<file path="config.mk">
export PLATFORM = sky130hd
export DESIGN_NAME = win_watchdog
export DESIGN_NICKNAME = d
export VERILOG_FILES = /design/src/rtl/win_wdt_pkg.sv /design/src/rtl/wdt_ctrl_reg.sv /design/src/rtl/wdt_window_cmp.sv /design/src/rtl/wdt_counter.sv /design/src/rtl/win_watchdog.sv
export SDC_FILE = /design/constraint.sdc
export NUM_CORES = 1
export LEC_CHECK = 0
export ABC_AREA = 1
export BUFFER_PORTS_ARGS = -buffer_cell sky130_fd_sc_hd__buf_2
export CORE_MARGIN = 4
export CORE_UTILIZATION = 56
export CTS_BUF_LIST = sky130_fd_sc_hd__clkbuf_8
export DETAILED_ROUTE_END_ITERATION = 12
export PLACE_DENSITY = 0.77
export SETUP_SLACK_MARGIN = 0.4
export SKIP_CTS_REPAIR_TIMING = 1
export SLEW_MARGIN = 0
export SYNTH_ARGS = -nofsm -noshare
export SYNTH_HDL_FRONTEND = slang
export SYNTH_SLANG_ARGS = --single-unit
</file>
<file path="constraint.sdc">
create_clock -name clk -period 3.22 [get_ports clk]
set_input_delay 0.322 -clock clk [delete_from_list [all_inputs] [get_ports clk]]
set_output_delay 0.322 -clock clk [all_outputs]
set_load 0.01 [all_outputs]
</file>
<file path="src/rtl/win_wdt_pkg.sv">
package win_wdt_pkg;

  localparam int unsigned WDT_EXP_W = 5;

  typedef enum logic {
    PH_CLOSED = 1'b0,
    PH_OPEN   = 1'b1
  } wdt_phase_e;

  // Length in cycles of a window whose exponent field is e: 2^(e+1).
  function automatic logic [63:0] window_cycles(input logic [5:0] e);
    return 64'd1 << (e + 6'd1);
  endfunction

endpackage

</file>
<file path="src/rtl/wdt_ctrl_reg.sv">
module wdt_ctrl_reg #(
  parameter int unsigned EXP_W = 5
) (
  input  logic             clk,
  input  logic             rst_n,
  input  logic             wr,
  input  logic             wr_en,
  input  logic [EXP_W-1:0] wr_cexp,
  input  logic [EXP_W-1:0] wr_oexp,
  output logic             en,
  output logic [EXP_W-1:0] cexp,
  output logic [EXP_W-1:0] oexp,
  output logic             chg
);

  localparam int unsigned REG_W = 2 * EXP_W + 1;

  logic [REG_W-1:0] stored_q;
  logic [REG_W-1:0] incoming;

  assign incoming = {wr_en, wr_cexp, wr_oexp};
  assign chg      = wr && (incoming != stored_q);
  assign {en, cexp, oexp} = stored_q;

  always_ff @(posedge clk or negedge rst_n) begin
    if (!rst_n) begin
      stored_q <= '0;
    end else if (chg) begin
      stored_q <= incoming;
    end
  end

endmodule

</file>
<file path="src/rtl/wdt_window_cmp.sv">
module wdt_window_cmp
  import win_wdt_pkg::*;
#(
  parameter int unsigned EXP_W = 5,
  parameter int unsigned CNT_W = 34
) (
  input  logic [CNT_W-1:0] cnt,
  input  logic [EXP_W-1:0] cexp,
  input  logic [EXP_W-1:0] oexp,
  output wdt_phase_e       phase,
  output logic             at_limit
);

  logic [CNT_W-1:0] closed_len;
  logic [CNT_W-1:0] total_len;

  assign closed_len = CNT_W'(window_cycles(6'(cexp)));
  assign total_len  = closed_len + CNT_W'(window_cycles(6'(oexp)));
  assign phase      = (cnt >= closed_len) ? PH_OPEN : PH_CLOSED;
  assign at_limit   = (cnt == total_len - CNT_W'(1));

endmodule

</file>
<file path="src/rtl/wdt_counter.sv">
module wdt_counter
  import win_wdt_pkg::*;
#(
  parameter int unsigned CNT_W = 34
) (
  input  logic             clk,
  input  logic             rst_n,
  input  logic             en,
  input  logic             chg,
  input  logic             kick,
  input  wdt_phase_e       phase,
  input  logic             at_limit,
  output logic [CNT_W-1:0] cnt,
  output logic             bite
);

  logic ev_cfg;
  logic ev_bad_kick;
  logic ev_good_kick;
  logic ev_expire;
  logic restart;

  assign ev_cfg       = chg;
  assign ev_bad_kick  = en && !chg && kick && (phase == PH_CLOSED);
  assign ev_good_kick = en && !chg && kick && (phase == PH_OPEN);
  assign ev_expire    = en && !chg && !kick && at_limit;
  assign restart      = !en || ev_cfg || ev_bad_kick || ev_good_kick || ev_expire;

  always_ff @(posedge clk or negedge rst_n) begin
    if (!rst_n) begin
      cnt  <= '0;
      bite <= 1'b0;
    end else begin
      bite <= ev_bad_kick || ev_expire;
      cnt  <= restart ? '0 : cnt + CNT_W'(1);
    end
  end

  AST_BAD_KICK_BITES: assert property (@(posedge clk) disable iff (!rst_n)
    (en && !chg && kick && phase == PH_CLOSED) |=> (bite && cnt == '0));
  AST_GOOD_KICK_QUIET: assert property (@(posedge clk) disable iff (!rst_n)
    (en && !chg && kick && phase == PH_OPEN) |=> (!bite && cnt == '0));
  AST_CFG_BEATS_KICK: assert property (@(posedge clk) disable iff (!rst_n)
    (chg && kick) |=> (!bite && cnt == '0));
  AST_CFG_NO_BITE: assert property (@(posedge clk) disable iff (!rst_n)
    chg |=> !bite);
  AST_IDLE_HELD: assert property (@(posedge clk) disable iff (!rst_n)
    (!en && !chg) |=> (!bite && cnt == '0));
  AST_NO_OVERFLOW: assert property (@(posedge clk) disable iff (!rst_n)
    (en && !chg && !kick && at_limit) |=> (bite && cnt == '0));

endmodule

</file>
<file path="src/rtl/win_watchdog.sv">
module win_watchdog
  import win_wdt_pkg::*;
#(
  parameter int unsigned EXP_W = WDT_EXP_W
) (
  input  logic             clk,
  input  logic             rst_n,
  input  logic             cfg_wr,
  input  logic             cfg_enable,
  input  logic [EXP_W-1:0] cfg_closed_exp,
  input  logic [EXP_W-1:0] cfg_open_exp,
  input  logic             kick,
  output logic             wd_reset,
  output logic             in_open
);

  // Wide enough for 2^(2^EXP_W) + 2^(2^EXP_W) without wrapping.
  localparam int unsigned CNT_W = (1 << EXP_W) + 2;

  logic             en_q;
  logic [EXP_W-1:0] cexp_q;
  logic [EXP_W-1:0] oexp_q;
  logic             cfg_chg;
  logic [CNT_W-1:0] cnt_q;
  wdt_phase_e       phase;
  logic             at_limit;

  wdt_ctrl_reg #(.EXP_W(EXP_W)) u_ctrl (
    .clk     (clk),
    .rst_n   (rst_n),
    .wr      (cfg_wr),
    .wr_en   (cfg_enable),
    .wr_cexp (cfg_closed_exp),
    .wr_oexp (cfg_open_exp),
    .en      (en_q),
    .cexp    (cexp_q),
    .oexp    (oexp_q),
    .chg     (cfg_chg)
  );

  wdt_window_cmp #(.EXP_W(EXP_W), .CNT_W(CNT_W)) u_cmp (
    .cnt      (cnt_q),
    .cexp     (cexp_q),
    .oexp     (oexp_q),
    .phase    (phase),
    .at_limit (at_limit)
  );

  wdt_counter #(.CNT_W(CNT_W)) u_cnt (
    .clk      (clk),
    .rst_n    (rst_n),
    .en       (en_q),
    .chg      (cfg_chg),
    .kick     (kick),
    .phase    (phase),
    .at_limit (at_limit),
    .cnt      (cnt_q),
    .bite     (wd_reset)
  );

  assign in_open = (phase == PH_OPEN);

  AST_CLOSED_AFTER_BITE: assert property (@(posedge clk) disable iff (!rst_n)
    wd_reset |-> !in_open);
  AST_OPEN_NEEDS_ENABLE: assert property (@(posedge clk) disable iff (!rst_n)
    in_open |-> en_q);

endmodule

</file>
==> impl_metrics.toml <==
[power_and_ir_drop]
pwr_density_cell_mw_per_mm2 = 357
p_leak_nw = 5.54
power.share.clock_pct = 15.4
p_switching_mw = 1.73
sw_frac_of_total_pct = 47.6
internal_power_mw = 1.90
vdd_ir_drop_max_v = 0.000361
pwr-share-seq_pct = 16.6
pwr-share-comb_pct = 68.0

[synthesis]
avgSynthCellArea_um2 = 5.85
synth.distinct_cells = 42
synthCells = 1279
yosysWarnings = 0
synth_flop_cell = "dfrtp_1"
synth_edf_count = 0
async_reset_ff_share_pct = 100
syn-cell-area_mm2 = 0.00748
synth-seq-cells = 46
yosysSeqAreaShare_pct = 15.4

[timing]
tns_ps = -22330
max_freq_mhz = 256
max_slew_margin_pct = 28.0
hold_ws_ps = 168
worst_pin_slew_ps = 1080
clock_skew_ps = 15.1
period_minus_slack_ps = 3900
hold_violations = 0
rsz0062_at_grt = "yes"
setup_violations = 36
slew_violations = 0
fin_crit_sh_pct = 121
fin_ws_ps = -680

[critical_path]
arrival_ps = 4100
end_kind = "flop"
required_ps = 3420
critPathMostFrequentCell = "nand2_1"
path_class = "reg -> reg"
critPathMaxFanout = 6
slowest_stage = "dfrtp_1"
crit_path_max_incr_delay_ps = 390
r2r_start = "u_ctrl.stored_q[1]"
startpoint = "u_ctrl.stored_q[1]"
start_kind = "flop"

[finish]
fill_cells = 924
final_cell_mix = "nand2_1 (366), inv_1 (235), buf_4 (162), nor2_1 (106), nand3_1 (78)"
syn2layout_area_growth_pct = 36.0
final_common_cell = "nand2_1"
final_nets = 1580
layout-drive-gt1-share_pct = 28.9
antennaDiodeCount = 0

[route]
drt-total-wl_mm = 26.9
detail_route.vias_per_cell = 5.39
drt_first_iter_violations = 904
route.detailed.drc = 0
routedWlPerCell_um = 16.5
vias = 8827
drtAntennaViolNets = 0
first_pass_iters = 6

[die]
die_height_um = 124
dieArea_mm2 = 0.0153
core_region_area_mm2 = 0.0128
start_util_pct = 58.3
pin_count = 17
rows = 41
fp.dieW_um = 124

[grt]
grt_first_pass_wirelength_mm = 38.0
grt_usage_pct = 32.1
grt_max_degree = 47
antenna_found_initial = 0
grt_overflow = 0
grt_pass1_vias = 7836

[status]
violations = "negative setup slack"
status = "complete, but fails checks"

[clocking]
clockBufferDepth = 2
clock_latency_ps = 330
htreeDepth = 2
clock_sinks = 46
numCtsBuffers = 5
clk_pin_slew_ps = 100
cts-root-buf = "clkbuf_8"
cts_tree = "yes"

[flow_run]
cap_violations = 0

[placed_design]
gp_congestion = 1.11
portBuffers = 16
dp_hpwl_mm = 20.7

[hold_path]
hp-class = "in -> async"
Yosys cell counts (3+ instances only):
| master | instances | area share [%] |
|---|---|---|
| xor2_1 | 39 | 4.6 |
| nor3_1 | 11 | 0.74 |
| nor2_2 | 13 | 1.1 |
| nand2_1 | 421 | 21 |
| nand3_2 | 5 | 0.67 |
| ha_1 | 100 | 17 |
| xnor2_1 | 20 | 2.3 |
| a31oi_1 | 4 | 0.33 |
| nand2_2 | 11 | 0.92 |
| dfrtp_1 | 46 | 15 |
| nand3_1 | 83 | 5.6 |
| clkbuf_1 | 5 | 0.25 |
| o21ai_0 | 16 | 1.1 |
| nand4_1 | 7 | 0.59 |
| o211ai_1 | 4 | 0.40 |
| nor3_2 | 7 | 0.94 |
| nor4_1 | 6 | 0.50 |
| inv_1 | 257 | 13 |
| buf_6 | 3 | 0.45 |
| a21oi_1 | 41 | 2.7 |
| nor2_1 | 149 | 7.5 |
worst max-delay path: cells and delay by family, from the launching register on:
| family | cells | cell delay [ps] |
|---|---|---|
| AND/OR/NAND/NOR | 21 | 2130 |
| adder cells (fa/ha/maj) | 2 | 680 |
| flip-flops | 1 | 390 |
| buffers and inverters | 3 | 370 |
| AO/OA/AOI/OAI | 1 | 210 |
logic make-up after synthesis:
logic type | count (synthesis) | synth area share [%]
flip-flops | 46 | 15.4
AND/OR/NAND/NOR | 725 | 41.1
adder cells (fa/ha/maj) | 101 | 17.0
other | 2 | 0.100
multiplexers | 1 | 0.151
buffers and inverters | 271 | 13.9
AO/OA/AOI/OAI | 74 | 5.47
XOR/XNOR | 59 | 6.91
area by class of cell:
type | instances | area, µm² | share of cell area, %
clock buffer | 6 | 82.6 | 0.812
timing repair buffer | 187 | 1460 | 14.3
multi-input combinational | 964 | 6230 | 61.2
sequential | 46 | 1150 | 11.3
tap | 172 | 215 | 2.11
clock inverter | 2 | 60.1 | 0.590
inverter | 260 | 980 | 9.63
power groups by stage:
stage | Sequential (mW) | Combinational (mW) | Clock (mW)
6_report | 0.604 | 2.47 | 0.561
2_1_floorplan | 0.616 | 1.34 | 0
3_3_place_gp | 0.614 | 2.00 | 0
4_1_cts | 0.604 | 2.04 | 0.555
5_1_grt | 0.606 | 2.71 | 0.580
3_5_place_dp | 0.616 | 2.03 | 0
routing by layer:
metal | global-route usage [%] | vias up | wire [µm]
met5 | 0 | - | 0
met4 | 10.3 | 0 | 1050
met3 | 4.13 | 84 | 2520
met2 | 50.8 | 457 | 12200
met1 | 45.5 | 3986 | 11200
li1 | - | 4300 | -
final timing paths:
kind / endpoint / slack (ps) / depth (start not counted)
max in group asynchronous: u_cnt.cnt[5] / 2360 / 1
hold reg to reg: u_cnt.cnt[0] / 550 / 1
setup / recovery: u_cnt.cnt[13] / -680 / 27
min in group clk: u_ctrl.stored_q[10] / 260 / 2
setup reg to reg: u_cnt.cnt[13] / -680 / 27
hold / removal: u_cnt.cnt[30] / 170 / 1
flip-flops by register name (all words and copies together), names as in the netlist:
name,cells
u_cnt.cnt,34
u_ctrl.stored_q,11
u_cnt.bite,1
metrics by stage:
step	power [mW]	instances	utilization, %	setup WS [ps]	instance area (µm²)
after floorplan	1.96	1281	-	-34.7	7690
after detailed placement	2.65	1612	71.0	-718	9100
final	3.64	1637	79.3	-680	10200
after global placement	2.61	1612	71.0	-616	9100
after CTS	3.20	1620	72.1	-771	9240
after global routing	3.89	1637	79.3	-889	10200
Note: power is estimated with default switching activity, not from simulation.
